**config.mk**
```make
export PLATFORM = sky130hd
export DESIGN_NAME = fma_addend_aligner
export DESIGN_NICKNAME = d
export VERILOG_FILES = /design/src/rtl/aln_pkg.sv /design/src/rtl/aln_exp_csa.sv /design/src/rtl/aln_seg_decode.sv /design/src/rtl/aln_dshift.sv /design/src/rtl/fma_addend_aligner.sv
export SDC_FILE = /design/constraint.sdc
export NUM_CORES = 1
export LEC_CHECK = 0
export ABC_AREA = 1
export BUFFER_PORTS_ARGS = -buffer_cell sky130_fd_sc_hd__buf_2
export CORE_ASPECT_RATIO = 1.5
export CORE_MARGIN = 2
export CORE_UTILIZATION = 42
export DETAILED_ROUTE_END_ITERATION = 6
export GPL_TIMING_DRIVEN = 1
export HOLD_SLACK_MARGIN = 0.06
export MAX_ROUTING_LAYER = met4
export PLACE_DENSITY = 0.67
export SYNTH_ARGS = -nofsm -noshare
export SYNTH_HDL_FRONTEND = slang
export SYNTH_HIERARCHICAL = 1
export SYNTH_SLANG_ARGS = --single-unit
```
**constraint.sdc**
```tcl
create_clock -name clk -period 3.5 [get_ports clk]
set_input_delay 0.175 -clock clk [delete_from_list [all_inputs] [get_ports clk]]
set_output_delay 0.175 -clock clk [all_outputs]
set_load 0.005 [all_outputs]
```
**src/rtl/aln_pkg.sv**
```systemverilog
package aln_pkg;

    localparam int EXP_W  = 8;
    localparam int BIAS   = 127;
    localparam int FRAC_W = 23;
    localparam int SIG_W  = FRAC_W + 1;
    localparam int ALN_W  = 73;
    localparam int STK_W  = SIG_W;
    localparam int TOT_W  = ALN_W + STK_W;
    localparam int PRE_SH = 26;
    localparam int K_ADJ  = PRE_SH - BIAS;
    localparam int SUM_W  = 12;
    localparam int NSEG   = SUM_W / 2;
    localparam int ZP_TOP = SIG_W + 1;

    function automatic int stages_for(input int width);
        int n;
        int reach;
        n = 0;
        reach = 1;
        while (reach <= width) begin
            reach = reach * 4;
            n = n + 1;
        end
        return n;
    endfunction

    localparam int NSTG = stages_for(ALN_W);

    typedef logic [NSEG-1:0][3:0] seg_sel_t;

    typedef enum logic [2:0] {
        BYP_SHIFT,
        BYP_NEG,
        BYP_SAT,
        BYP_ZPROD,
        BYP_ZADD
    } byp_e;

    typedef struct packed {
        logic [ALN_W-1:0] aligned;
        logic [STK_W-1:0] sticky;
        logic             true_zero;
    } aln_out_t;

    function automatic logic [3:0] unary2(input logic [1:0] v);
        return 4'b0001 << v;
    endfunction

    function automatic logic [3:0] rotl1(input logic [3:0] x);
        return {x[2:0], x[3]};
    endfunction

    function automatic logic [3:0] above_mask(input int unsigned lvl);
        logic [3:0] m;
        m = 4'b1111 << (lvl + 1);
        return m;
    endfunction

endpackage

```
**src/rtl/aln_exp_csa.sv**
```systemverilog
module aln_exp_csa
    import aln_pkg::*;
(
    input  logic [EXP_W-1:0] ea,
    input  logic [EXP_W-1:0] eb,
    input  logic [EXP_W-1:0] ec,
    input  logic             is_madd,
    output logic [SUM_W-1:0] sum_v,
    output logic [SUM_W-1:0] cry_v
);
    localparam logic [SUM_W-1:0] KC = SUM_W'(K_ADJ + 1);

    logic [SUM_W-1:0] x, y, z, s1, c1;

    always_comb begin
        x  = SUM_W'(ea);
        y  = is_madd ? SUM_W'(eb) : SUM_W'(BIAS);
        z  = ~SUM_W'(ec);
        s1 = x ^ y ^ z;
        c1 = ((x & y) | (x & z) | (y & z)) << 1;
        sum_v = s1 ^ c1 ^ KC;
        cry_v = ((s1 & c1) | (s1 & KC) | (c1 & KC)) << 1;
    end
endmodule

```
**src/rtl/aln_seg_decode.sv**
```systemverilog
module aln_seg_decode
    import aln_pkg::*;
(
    input  logic [SUM_W-1:0] sum_v,
    input  logic [SUM_W-1:0] cry_v,
    output seg_sel_t         sel,
    output logic             neg,
    output logic             sat
);
    seg_sel_t          raw;
    logic [NSEG-1:0]   seg_cin;

    genvar j;
    generate
        for (j = 0; j < NSEG; j++) begin : g_seg
            logic p0, g0, p1;
            assign p0 = sum_v[2*j] ^ cry_v[2*j];
            assign g0 = sum_v[2*j] & cry_v[2*j];
            assign p1 = sum_v[2*j+1] ^ cry_v[2*j+1];
            assign raw[j] = unary2({p1 ^ g0, p0});
            assign sel[j] = seg_cin[j] ? rotl1(raw[j]) : raw[j];
        end
    endgenerate

    always_comb begin
        logic c;
        c = 1'b0;
        for (int i = 0; i < SUM_W; i++) begin
            if (i % 2 == 0) seg_cin[i/2] = c;
            c = (sum_v[i] & cry_v[i]) | ((sum_v[i] ^ cry_v[i]) & c);
        end
    end

    always_comb begin
        logic gt;
        gt = 1'b0;
        for (int k = 0; k < NSEG; k++) begin
            int unsigned lvl;
            lvl = (ALN_W >> (2*k)) & 3;
            gt = (|(sel[k] & above_mask(lvl))) | (sel[k][lvl] & gt);
        end
        neg = sel[NSEG-1][2] | sel[NSEG-1][3];
        sat = ~neg & gt;
    end
endmodule

```
**src/rtl/aln_dshift.sv**
```systemverilog
module aln_dshift
    import aln_pkg::*;
(
    input  logic [SIG_W-1:0] sig,
    input  seg_sel_t         sel,
    output logic [TOT_W-1:0] shifted
);
    function automatic logic [TOT_W-1:0] stage_mux(input logic [TOT_W-1:0] din,
                                                    input logic [3:0] s4,
                                                    input int step);
        logic [TOT_W-1:0] r;
        r = '0;
        for (int v = 0; v < 4; v++) begin
            if (s4[v]) r = r | (din >> (v * step));
        end
        return r;
    endfunction

    logic [NSTG:0][TOT_W-1:0] stg;

    assign stg[0] = {sig, {(TOT_W-SIG_W){1'b0}}};

    genvar j;
    generate
        for (j = 0; j < NSTG; j++) begin : g_stage
            assign stg[j+1] = stage_mux(stg[j], sel[j], 4**j);
        end
    endgenerate

    assign shifted = stg[NSTG];
endmodule

```
**src/rtl/fma_addend_aligner.sv**
```systemverilog
module fma_addend_aligner
    import aln_pkg::*;
(
    input  logic              clk,
    input  logic              rst,
    input  logic [7:0]        exp_a_i,
    input  logic [7:0]        exp_b_i,
    input  logic [7:0]        exp_c_i,
    input  logic [22:0]       frac_c_i,
    input  logic              is_madd_i,
    input  logic              eff_sub_i,
    input  logic              zero_c_i,
    input  logic              zero_prod_i,
    output logic [72:0]       aligned_o,
    output logic [23:0]       sticky_o,
    output logic              true_zero_o
);
    logic [SUM_W-1:0] sum_v, cry_v;
    seg_sel_t         sel;
    logic             neg, sat;
    logic [SIG_W-1:0] sig;
    logic [TOT_W-1:0] shifted;
    byp_e             byp;
    aln_out_t         nxt, q;
    logic [ALN_W-1:0] pre_al;

    assign sig = {1'b1, frac_c_i};

    aln_exp_csa u_csa (
        .ea      (exp_a_i),
        .eb      (exp_b_i),
        .ec      (exp_c_i),
        .is_madd (is_madd_i),
        .sum_v   (sum_v),
        .cry_v   (cry_v)
    );

    aln_seg_decode u_dec (
        .sum_v (sum_v),
        .cry_v (cry_v),
        .sel   (sel),
        .neg   (neg),
        .sat   (sat)
    );

    aln_dshift u_shf (
        .sig     (sig),
        .sel     (sel),
        .shifted (shifted)
    );

    always_comb begin
        if (zero_c_i)         byp = BYP_ZADD;
        else if (zero_prod_i) byp = BYP_ZPROD;
        else if (neg)         byp = BYP_NEG;
        else if (sat)         byp = BYP_SAT;
        else                  byp = BYP_SHIFT;
    end

    always_comb begin
        nxt.sticky = '0;
        case (byp)
            BYP_ZADD:  pre_al = '0;
            BYP_ZPROD: pre_al = ALN_W'({1'b0, sig}) << (ALN_W - ZP_TOP);
            BYP_NEG:   pre_al = {sig, {(ALN_W-SIG_W){1'b0}}};
            BYP_SAT: begin
                pre_al     = '0;
                nxt.sticky = sig;
            end
            default: begin
                pre_al     = shifted[TOT_W-1 -: ALN_W];
                nxt.sticky = shifted[STK_W-1:0];
            end
        endcase
        nxt.aligned   = pre_al ^ {ALN_W{eff_sub_i}};
        nxt.true_zero = zero_c_i & zero_prod_i;
    end

    always_ff @(posedge clk) begin
        if (rst) q <= '0;
        else     q <= nxt;
    end

    assign aligned_o   = q.aligned;
    assign sticky_o    = q.sticky;
    assign true_zero_o = q.true_zero;
endmodule

```
* After elaboration in Yosys (flattened, before gate mapping)
Cells that the tools add are included.
Word-level totals: register bits after elaboration 98, input port bits 53, output and inout bits 98, word-level logic and storage cells 126
Cells by class: eq/ne operators 4, shift-type cells 6, mux-type cells 26, bitwise gates (word level) 80, reductions and logical operators 7
Operators by type and width (number):
- 97-bit 2-to-1 mux | 14
- 73-bit case mux with 3 select lines | 1
- 97-bit by 33-bit bitwise OR with 97-bit output | 1
- 97-bit by 49-bit bitwise OR with 97-bit output | 1
- 97-bit by 65-bit bitwise OR with 97-bit output | 1
- 97-bit by 81-bit bitwise OR with 97-bit output | 1
- 97-bit by 85-bit bitwise OR with 97-bit output | 1
- 97-bit by 89-bit bitwise OR with 97-bit output | 1
- 97-bit by 93-bit bitwise OR with 97-bit output | 1
- 97-bit by 94-bit bitwise OR with 97-bit output | 1
- 97-bit by 95-bit bitwise OR with 97-bit output | 1
- 97-bit by 96-bit bitwise OR with 97-bit output | 1
- 73-bit bitwise XOR | 1
- 24-bit case mux with 2 select lines | 1
- 11-bit bitwise OR | 4
- 1-bit AND | 25
- 1-bit by 2-bit << shifter with 4-bit output (first input constant) | 6
- 12-bit bitwise XOR | 2
- 11-bit AND | 2
- 8-bit by 11-bit AND with 11-bit output | 2
- 4-bit 2-to-1 mux | 5
- 1-bit bitwise XOR | 16
- 1-bit bitwise OR | 14
- 8-bit inverter with 12-bit output | 1
- other kinds (11) | 19

* Logic depth before layout (Yosys ltp)
Gate-level depths: netlist of the first run.
word-level depth 36, depth in mapped cells 30, mapped depth without buffers 28

* Cells and area by module
Netlist of the first run, hierarchy kept.
By module, submodules not included:
- fma_addend_aligner | times used 1, cells an instance 602, area each 4406.7 um2, seq. area each 1961.9 um2
- aln_dshift | times used 1, cells an instance 623, area each 2915.3 um2, seq. area each 0.0 um2
- aln_seg_decode | times used 1, cells an instance 141, area each 777.0 um2, seq. area each 0.0 um2
- aln_exp_csa | times used 1, cells an instance 58, area each 439.2 um2, seq. area each 0.0 um2

* Least setup slack after synthesis of the first run
No wires, ideal clock.
kind input-to-reg, start input port is_madd_i, end register q, in the netlist aligned_o[63], library setup time 0.110 ns, data arrival time 3.145 ns, data required time 3.390 ns, path slack 0.245 ns, stages on the path 26, buffers on the path 2, cells stage by stage inv_2 > nor2_1 > fa_1 > ha_1 > inv_1 > ha_1 > a21oi_1 > nand2_2 > nand2_4 > nand2_4 > nand2_4 > nand2_4 > nand2_4 > nand3_1 > nand2_2 > nand2_2 > nor2_1 > buf_4 > nand2_1 > nand2_2 > buf_2 > nand3_1 > nand3_1 > nand2_1 > inv_1 > nor2_1
Between the ends: elaborated cells on any way between the ends 113, classes of those cells eq/ne (4); shift (5); mux (25); bitwise (73); reduce/logical (6)
RTL lines:
- from (decl) | line fma_addend_aligner.sv:10 | input logic is_madd_i,
- 8-bit 2-to-1 mux (*) | line aln_exp_csa.sv:17 | y = is_madd ? SUM_W'(eb) : SUM_W'(BIAS);
- 8-bit by 11-bit AND with 11-bit output | line aln_exp_csa.sv:20 | c1 = ((x & y) | (x & z) | (y & z)) << 1;
- 11-bit bitwise OR (2 in series) | line aln_exp_csa.sv:20
- 12-bit bitwise XOR (*) | line aln_exp_csa.sv:21 | sum_v = s1 ^ c1 ^ KC;
- 8-bit inverter (no line) (*)
- named net sum_v[3] | line fma_addend_aligner.sv:18 | logic [SUM_W-1:0] sum_v, cry_v;
- 1-bit bitwise XOR | line aln_seg_decode.sv:30 | c = (sum_v[i] & cry_v[i]) | ((sum_v[i] ^ cry_v[i]) & c);
- 1-bit AND | line aln_seg_decode.sv:30
- [... 15 more ...]
- named net neg | line fma_addend_aligner.sv:20 | logic neg, sat;
- [... 2 more ...]
- named net sat | line fma_addend_aligner.sv:20
- 2-bit 2-to-1 mux (*) | line fma_addend_aligner.sv:56 | else if (sat) byp = BYP_SAT;
- 2-bit 2-to-1 mux (*) | line fma_addend_aligner.sv:55 | else if (neg) byp = BYP_NEG;
- 2-bit 2-to-1 mux (*) | line fma_addend_aligner.sv:54 | else if (zero_prod_i) byp = BYP_ZPROD;
- 3-bit 2-to-1 mux (*) | line fma_addend_aligner.sv:53 | if (zero_c_i) byp = BYP_ZADD;
- 3-bit by 2-bit == test with 1-bit output or 3-bit == test (tied branches) | line fma_addend_aligner.sv:62 | case (byp)
- 2-bit OR reduction (no line)
- 73-bit case mux with 3 select lines (*) | line fma_addend_aligner.sv:62
- 73-bit bitwise XOR (*) | line fma_addend_aligner.sv:75 | nxt.aligned = pre_al ^ {ALN_W{eff_sub_i}};
- to (signal assigned) | line fma_addend_aligner.sv:81 | else q <= nxt;
- to (decl) | line fma_addend_aligner.sv:24 | aln_out_t nxt, q;
Mark *: on every way through the listed nets, which the timed path passes. The rest lies on a longest branch. A chain may end at the register's enable or synchronous reset.

==> results of run 1 <==
layout by cell type, fill, tap and decap left out, drive strengths merged, types with 15 or more instances in the layout:
cell type,instances
nand2,520
o211ai,15
inv,102
buf,318
dfxtp,98
nand3,86
nor2,150
ha,17
a21oi,110
o21ai,106
nand4,73
state kept, by name (all words and copies together) (netlist names):
register     cells
true_zero_o      1
aligned_o       73
sticky_o        24
critical path: stages:
cell and delay [ns]:
buf_2 0.11, inv_2 0.07, nor2_1 0.05, fa_1 0.47, inv_1 0.04, ha_1 0.26, inv_1 0.05, fa_1 0.48
buf_4 0.15, nor2_1 0.12, buf_6 0.16, buf_12 0.12, nand2_1 0.05, nand2_1 0.09, buf_4 0.11, nor2_1 0.07
o22ai_2 0.25, buf_4 0.19, nand2_1 0.07, a21oi_1 0.17, nand2_1 0.09, o21ai_1 0.11, a21oi_1 0.05
worst min-delay path by stage:
| stage | endpoint | slack (ns) | cells past startpoint |
|---|---|---|---|
| floorplan | true_zero_o$_SDFF_PP0_ | 0.33 | 2 |
| global placement | true_zero_o$_SDFF_PP0_ | 0.49 | 3 |
| detailed placement | true_zero_o$_SDFF_PP0_ | 0.49 | 3 |
| CTS | true_zero_o$_SDFF_PP0_ | 0.11 | 3 |
| global route | true_zero_o$_SDFF_PP0_ | 0.13 | 3 |
| finish | true_zero_o$_SDFF_PP0_ | 0.11 | 3 |
power groups by stage:
stage                     combinational (W)  sequential, W  clock (W)
after global placement              0.00487        0.00123          0
after floorplan                     0.00257        0.00124          0
after detailed placement            0.00486        0.00123          0
after global routing                0.00557        0.00121    0.00108
final                               0.00525        0.00121    0.00104
after CTS                           0.00488        0.00121    0.00105
through the flow:
| step | setup slack (ns) | instance area, um^2 | setup TNS [ns] | cells |
|---|---|---|---|---|
| 5_1_grt | -0.0146 | 11000 | -0.0151 | 1919 |
| 2_1_floorplan | 0.279 | 8510 | 0 | 1424 |
| 3_3_place_gp | -0.256 | 10400 | -11.31 | 1889 |
| 3_5_place_dp | -0.294 | 10400 | -15.96 | 1889 |
| 6_report | 0.187 | 11000 | 0 | 1919 |
| 4_1_cts | 0.0877 | 10700 | 0 | 1905 |
metal layers:
layer,up-vias,part of all wire (%),track usage [%]
met5,-,0,-
met4,0,6.7,19.3
met3,113,6.9,4.00
met2,471,49,52.0
met1,4566,38,34.1
li1,5055,-,-
area by class of cell:
type | instances | area share (%)
inverter | 106 | 3.69
multi-input combinational | 1118 | 51.5
tap | 260 | 2.96
sequential | 98 | 17.8
clock buffer | 11 | 2.21
clock inverter | 5 | 0.546
timing repair buffer | 321 | 21.3
repair_timing:
| action | CTS | global route |
|---|---|---|
| endpoints found under the setup margin | 0 | 89 |
| gates resized for setup | 0 | 28 |
| setup buffers | 0 | 10 |
==> qor.yml, run 1 <==
firstDrtPassIters: 6
cts_tree: "done"
clockPowerShare_pct: 13.8
die_h_um: 178
vias: 10205
wirelength_mm: 33.1
die_x_um: 120
worst_pin_slew_ns: 0.788
avgViaCountPerCell: 5.32
h-tree-depth: 3
core_area_um2: 19800
cp.required_ns: 3.71
whs_ns: 0.109
path_clk_slew_ns: 0.07
p_sw_w: 0.00368
antenna_found_initial: 0
synth_area_per_cell_um2: 5.99
start_util_pct: 42.8
gp_congestion: 0.998
first_iter_violations: 891
fillers: 2018
post-route-period-util_pct: 94.6
die-area_um2: 21400
power_w: 0.00749
utilization_pct: 55.6
power.leakage_nw: 5.42
worstHoldStart: "zero_prod_i"
pwr-share-comb_pct: 70.1
fin_crit_ns: 3.31
crit_start: "is_madd_i"
grt_pass1_wl_mm: 49.0
netlist_instances: 1414
drc: 0
grt-ovfl-total: 0
cellPowerDensity_nw_per_um2: 681
hold_viol: 0
arrival_ns: 3.52
clock_path_buffers: 2
endpoint: "aligned_o[41]$_SDFF_PP0_"
hold_path.class: "in -> reg"
wire_per_inst_um: 17.3
syn_area_um2: 8480
root_buffer: "clkbuf_16"
grt_max_degree: 69
num_antenna_cells: 0
critPathMaxFanout: 9
cts_buffers: 9
rows: 63
cts_hold_repair.buffers: 0
cts_sinks: 98
critPathCaptureType: "flip-flop"
multiInputGateArea_um2: 5660
slew_viol_final: 0
finalSetupViolCount: 0
dp_hpwl_mm: 25.1
grt_usage_pct: 30.7
io_pins: 151
sw_frac_of_total_pct: 49.2
start_kind: "input pin"
nets: 1733
critical_path_class: "in -> reg"
area_growth_pct: 29.7
maxSlewHeadroom_pct: 47.4
grt_pass1_vias: 9149
peakVddDrop_v: 0.000355
seqPwrFrac_pct: 16.1
status: "complete, no violations"
internal_power_w: 0.00380
ant_nets: 0
seq_area_um2: 1960
fmax_mhz: 302
numPortBuffers: 150
layout-drive-gt1-share_pct: 27.3
synth_warnings: 6
rsz0062_at_grt: "yes"
max_cap_viol_count: 0
No activity file was read; power rests on OpenSTA's default activity.
==> run 2: changes to the inputs <==
--- a/config.mk
+++ b/config.mk
@@ -17,5 +17,4 @@
 export PLACE_DENSITY = 0.67
 export SYNTH_ARGS = -nofsm -noshare
 export SYNTH_HDL_FRONTEND = slang
-export SYNTH_HIERARCHICAL = 1
 export SYNTH_SLANG_ARGS = --single-unit
==> qor.yml, run 2 <==
utilization_pct: 58.0
root_buffer: "clkbuf_16"
synth_edf_count: 0
pwr-share-comb_pct: 69.9
yosysMostFrequentCell: "nand2_1"
detailed_place.area_um2: 9980
yosys.area.top_type: "dfxtp_1"
synth-main-ff-cell: "dfxtp_1"
cpMaxStageDelayCell: "fa_1"
path_clk_slew_ns: 0.07
cts_sinks: 98
synth-seq-cells: 98
grt_pass1_vias: 9386
vias: 10400
critPathCaptureType: "flip-flop"
yosys-top-cells-count: "nand2_1 (490), nor2_1 (225), nand3_1 (146)"
peakVddDrop_v: 0.000372
synth_area_leaders: "dfxtp_1 (25%), nand2_1 (23%), nor2_1 (11%)"
nets: 1737
crit_buf_inv: 9
drc: 0
clockPowerShare_pct: 13.2
maxSlewHeadroom_pct: 22.1
dp_hpwl_mm: 27.5
fin_tns_setup_ns: 0
cts_tree: "done"
cp_top_family: "adder cells"
ys_types: 34
largest_reg_flops: 73
clock_path_buffers: 2
area_growth_pct: 35.8
fin_crit_ns: 3.34
slew_viol_final: 0
grt-ovfl-total: 0
h-tree-depth: 3
yosysTopAreaCellShare_pct: 24.9
power.leakage_nw: 5.48
start_kind: "input pin"
io_pins: 151
syn_area_um2: 7890
ant_nets: 0
synth_area_per_cell_um2: 5.65
rsz0062_at_grt: "yes"
syn_nets: 1472
die_h_um: 172
firstDrtPassIters: 6
cellPowerDensity_nw_per_um2: 671
layout-drive-gt1-share_pct: 26.0
num_antenna_cells: 0
post-route-cell-area_um2: 10700
numPortBuffers: 150
cts_buffers: 9
antenna_found_initial: 0
rows: 61
die-area_um2: 19900
final_cell_mix: "nand2_1 (481), nor2_1 (212), buf_4 (162)"
fmax_mhz: 299
grt_usage_pct: 36.8
wire_per_inst_um: 18.8
worstPathCellList: "buf_2, inv_1, buf_4, or2_2, fa_1, inv_1, ha_1, inv_1, ha_1, buf_4, nand2_1, nand2_1, buf_4, nand2_1, clkinv_1, buf_12, nand3_1, o21ai_0, o21ai_1, nand2_1, nand2_1, nor2_1"
internal_power_w: 0.00363
fillers: 1907
hold_viol: 0
whs_ns: 0.0707
die_x_um: 116
core_area_um2: 18500
seqPwrFrac_pct: 16.9
post-route-period-util_pct: 95.5
sw_frac_of_total_pct: 49.5
place_inst: 1885
critical_path_class: "in -> reg"
hold-path-cell-count: 3
grt_max_degree: 69
final_common_cell: "nand2_1"
worst_pin_slew_ns: 1.17
netlist_instances: 1396
grt_pass1_wl_mm: 53.5
stdcell_count: 1918
p_sw_w: 0.00356
cp.required_ns: 3.75
arrival_ns: 3.59
gp_congestion: 1.07
crit_start: "is_madd_i"
status: "complete, no violations"
async_flop_share_pct: 0
yosysSeqAreaShare_pct: 24.9
start_util_pct: 42.7
avgViaCountPerCell: 5.42
first_iter_violations: 1138
hold_path.class: "in -> reg"
wirelength_mm: 36.1
finalSetupViolCount: 0
cpMostUsedCell: "nand2_1"
max_cap_viol_count: 0
critPathMaxFanout: 26
cp_slowest_stage_delay_ns: 0.49
synth_warnings: 0
worstHoldStart: "zero_prod_i"
holdPathEnd: "true_zero_o$_SDFF_PP0_"
## run 2: metrics by stage
stage	power [W]	setup slack, ns
global placement	0.00585	-0.459
detailed placement	0.00584	-0.419
CTS	0.00680	0.00926
global route	0.00758	-0.0732
finish	0.00719	0.157
floorplan	0.00339	0.0526
## run 2: per-layer routing
metal  GRT usage, %  vias up  wire, um  share of wire [%]
met3           3.52      169      2370                6.6
met2           59.8      532     17100                 47
li1               -     5019         -                  -
met1           41.7     4680     13300                 37
met4           27.2        0      3390                9.4
met5              -        -         0                  0
## run 2: final cells by class
class / count / area [um^2] / area share (%)
clock buffer: 10 / 229 / 2.14
clock inverter: 6 / 50.0 / 0.467
inverter: 89 / 353 / 3.29
multi-input combinational: 1127 / 5370 / 50.1
sequential: 98 / 1960 / 18.3
tap: 252 / 315 / 2.94
timing repair buffer: 336 / 2430 / 22.7
## run 2: logic make-up (layout without fill, tap and decap cells)
family	count (synthesis)	after routing	share of synthesized area [%]
AOI/OAI and AO/OA	172	172	12.0
adders and majority gates	23	23	4.51
buffers and inverters	172	441	9.33
DFF	98	98	24.9
and+or+nand+nor	931	932	49.3
## run 2: what timing repair did
action	4_1_cts	5_1_grt
gates cloned	0	6
endpoints found under the hold margin	1	0
setup endpoints to repair	1	96
pin swaps	0	18
hold buffers	1	0
gates resized for setup	1	68
setup buffers	0	10
## run 2: worst max path at each step
stage                     slack [ns]                       end  cells after the start
after floorplan                 0.05  aligned_o[49]$_SDFF_PP0_                     21
after global placement         -0.46  aligned_o[39]$_SDFF_PP0_                     20
after detailed placement       -0.42  aligned_o[39]$_SDFF_PP0_                     20
after CTS                      0.009  aligned_o[35]$_SDFF_PP0_                     25
after global routing           -0.07   aligned_o[3]$_SDFF_PP0_                     24
final                           0.16   aligned_o[3]$_SDFF_PP0_                     22
## run 2: power by group through the flow
stage | registers (W) | logic [W] | clock network [W]
finish | 0.00121 | 0.00503 | 0.000951
global route | 0.00122 | 0.00534 | 0.00101
CTS | 0.00122 | 0.00462 | 0.000968
detailed placement | 0.00124 | 0.00460 | 0
global placement | 0.00124 | 0.00461 | 0
floorplan | 0.00125 | 0.00214 | 0
==> run 3: changes to the inputs <==
--- a/config.mk
+++ b/config.mk
@@ -7,7 +7,6 @@
 export LEC_CHECK = 0
 export ABC_AREA = 1
 export BUFFER_PORTS_ARGS = -buffer_cell sky130_fd_sc_hd__buf_2
-export CORE_ASPECT_RATIO = 1.5
 export CORE_MARGIN = 2
 export CORE_UTILIZATION = 42
 export DETAILED_ROUTE_END_ITERATION = 6
==> qor.yml, run 3 (synthesized netlist as in run 2, its figures left out) <==
cts_buffers: 9
cts_sinks: 98
holdPathEnd: "sticky_o[12]$_SDFF_PP0_"
grt_max_degree: 75
grt_pass1_wl_mm: 50.0
cp.required_ns: 3.74
max_cap_viol_count: 0
root_buffer: "clkbuf_16"
status: "complete, no violations"
path_clk_slew_ns: 0.06
h-tree-depth: 3
numPortBuffers: 150
final_common_cell: "nand2_1"
grt_pass1_vias: 8887
gp_congestion: 1.05
layout-drive-gt1-share_pct: 25.0
fin_ws_ns: 0.113
power.leakage_nw: 5.35
nets: 1715
hold_viol: 0
rsz0062_at_grt: "yes"
first_iter_violations: 1038
drc: 0
worst_pin_slew_ns: 1.13
hold_path.class: "in -> reg"
area_growth_pct: 32.9
hold-path-cell-count: 3
io_pins: 151
pre_cts_ws_ns: -0.410
die_h_um: 141
wire_per_inst_um: 17.5
critPathCaptureType: "flip-flop"
place_inst: 1856
cts_tree: "done"
avgViaCountPerCell: 5.38
antenna_found_initial: 0
maxSlewHeadroom_pct: 24.4
fmax_mhz: 295
num_antenna_cells: 0
fillers: 1910
rows: 50
post-route-period-util_pct: 96.8
fin_crit_ns: 3.39
cellPowerDensity_nw_per_um2: 683
grt-ovfl-total: 0
dp_hpwl_mm: 25.1
post-route-cell-area_um2: 10500
seq_area_um2: 1960
grt_usage_pct: 33.7
arrival_ns: 3.63
vias: 10105
detailed_place.area_um2: 9940
whs_ns: 0.196
critical_path_class: "in -> reg"
clock_path_buffers: 2
ant_nets: 0
die_x_um: 141
largest_reg_flops: 73
multiInputGateArea_um2: 5330
worstHoldStart: "frac_c_i[12]"
core_area_um2: 18600
slew_viol_final: 0
finalSetupViolCount: 0
die-area_um2: 19900
wirelength_mm: 32.9
start_kind: "input pin"
stdcell_count: 1877
start_util_pct: 42.4
firstDrtPassIters: 6
final_cell_mix: "nand2_1 (481), nor2_1 (208), buf_2 (149)"
critPathMaxFanout: 11
peakVddDrop_v: 0.000315
crit_start: "is_madd_i"
==> run 3: cell types whose count changed in the layout (fill, tap and decap cells not counted), sizes merged <==
cell | before | now
nand2 | 499 | 498
bufinv | 0 | 1
dlygate4sd3 | 1 | 0
clkbuf | 15 | 10
clkinv | 5 | 3
buf | 330 | 315
==> run 3: cell type report <==
type / count / share of cell area, %
Multi-Input combinational cell: 1126 / 50.9
Clock buffer: 10 / 2.28
Inverter: 89 / 3.28
Timing Repair Buffer: 315 / 21.4
Clock inverter: 5 / 0.597
Sequential cell: 98 / 18.7
Tap cell: 234 / 2.79
==> run 3: what timing repair did <==
item / 4_1_cts / 5_1_grt
setup buffers: 0 / 6
setup endpoints to repair: 1 / 97
hold buffers: 0 / 0
gates resized for setup: 1 / 60
pin swaps: 0 / 13
==> run 3: power by group <==
| part | leakage (nW) | switching (W) | total (W) | internal (W) |
|---|---|---|---|---|
| Clock | 0.142 | 0.000436 | 0.00101 | 0.000574 |
| Combinational | 4.40 | 0.00303 | 0.00493 | 0.00190 |
| Sequential | 0.811 | 0.0000168 | 0.00121 | 0.00119 |
==> run 3: critical path, stage by stage <==
cell and delay, ns:
buf_2 0.09, inv_1 0.06, buf_4 0.15, or2_2 0.28
fa_1 0.48, inv_1 0.04, ha_1 0.30, fa_2 0.65
inv_2 0.07, o21ai_0 0.09, nand3_1 0.11, nand2_1 0.08
nand2_1 0.08, inv_2 0.06, nand2_2 0.08, nor2_4 0.15
buf_12 0.15, buf_12 0.11, buf_12 0.12, nand2_1 0.06
a21oi_1 0.25
==> run 3: worst max path at each step <==
stage	slack [ns]	depth (start not counted)	end
2_1_floorplan	0.05	21	aligned_o[49]$_SDFF_PP0_
3_3_place_gp	-0.34	24	aligned_o[56]$_SDFF_PP0_
3_5_place_dp	-0.41	24	aligned_o[56]$_SDFF_PP0_
4_1_cts	0.004	20	aligned_o[13]$_SDFF_PP0_
5_1_grt	-0.06	24	aligned_o[28]$_SDFF_PP0_
6_report	0.11	21	sticky_o[15]$_SDFF_PP0_
==> run 3: metrics by stage <==
stage | util (%) | TNS [ns] | total power, W
2_1_floorplan | - | 0 | 0.00339
3_3_place_gp | 53.5 | -21.45 | 0.00580
3_5_place_dp | 53.5 | -26.16 | 0.00580
4_1_cts | 55.1 | 0 | 0.00683
5_1_grt | 56.4 | -0.682 | 0.00753
6_report | 56.4 | 0 | 0.00715
==> run 3: metal layers <==
layer	track usage (%)	routed length, um	vias up
met5	-	0	-
met4	15.3	1790	0
met3	4.45	2720	95
met2	52.5	14700	526
met1	43.9	13700	4516
li1	-	-	4968
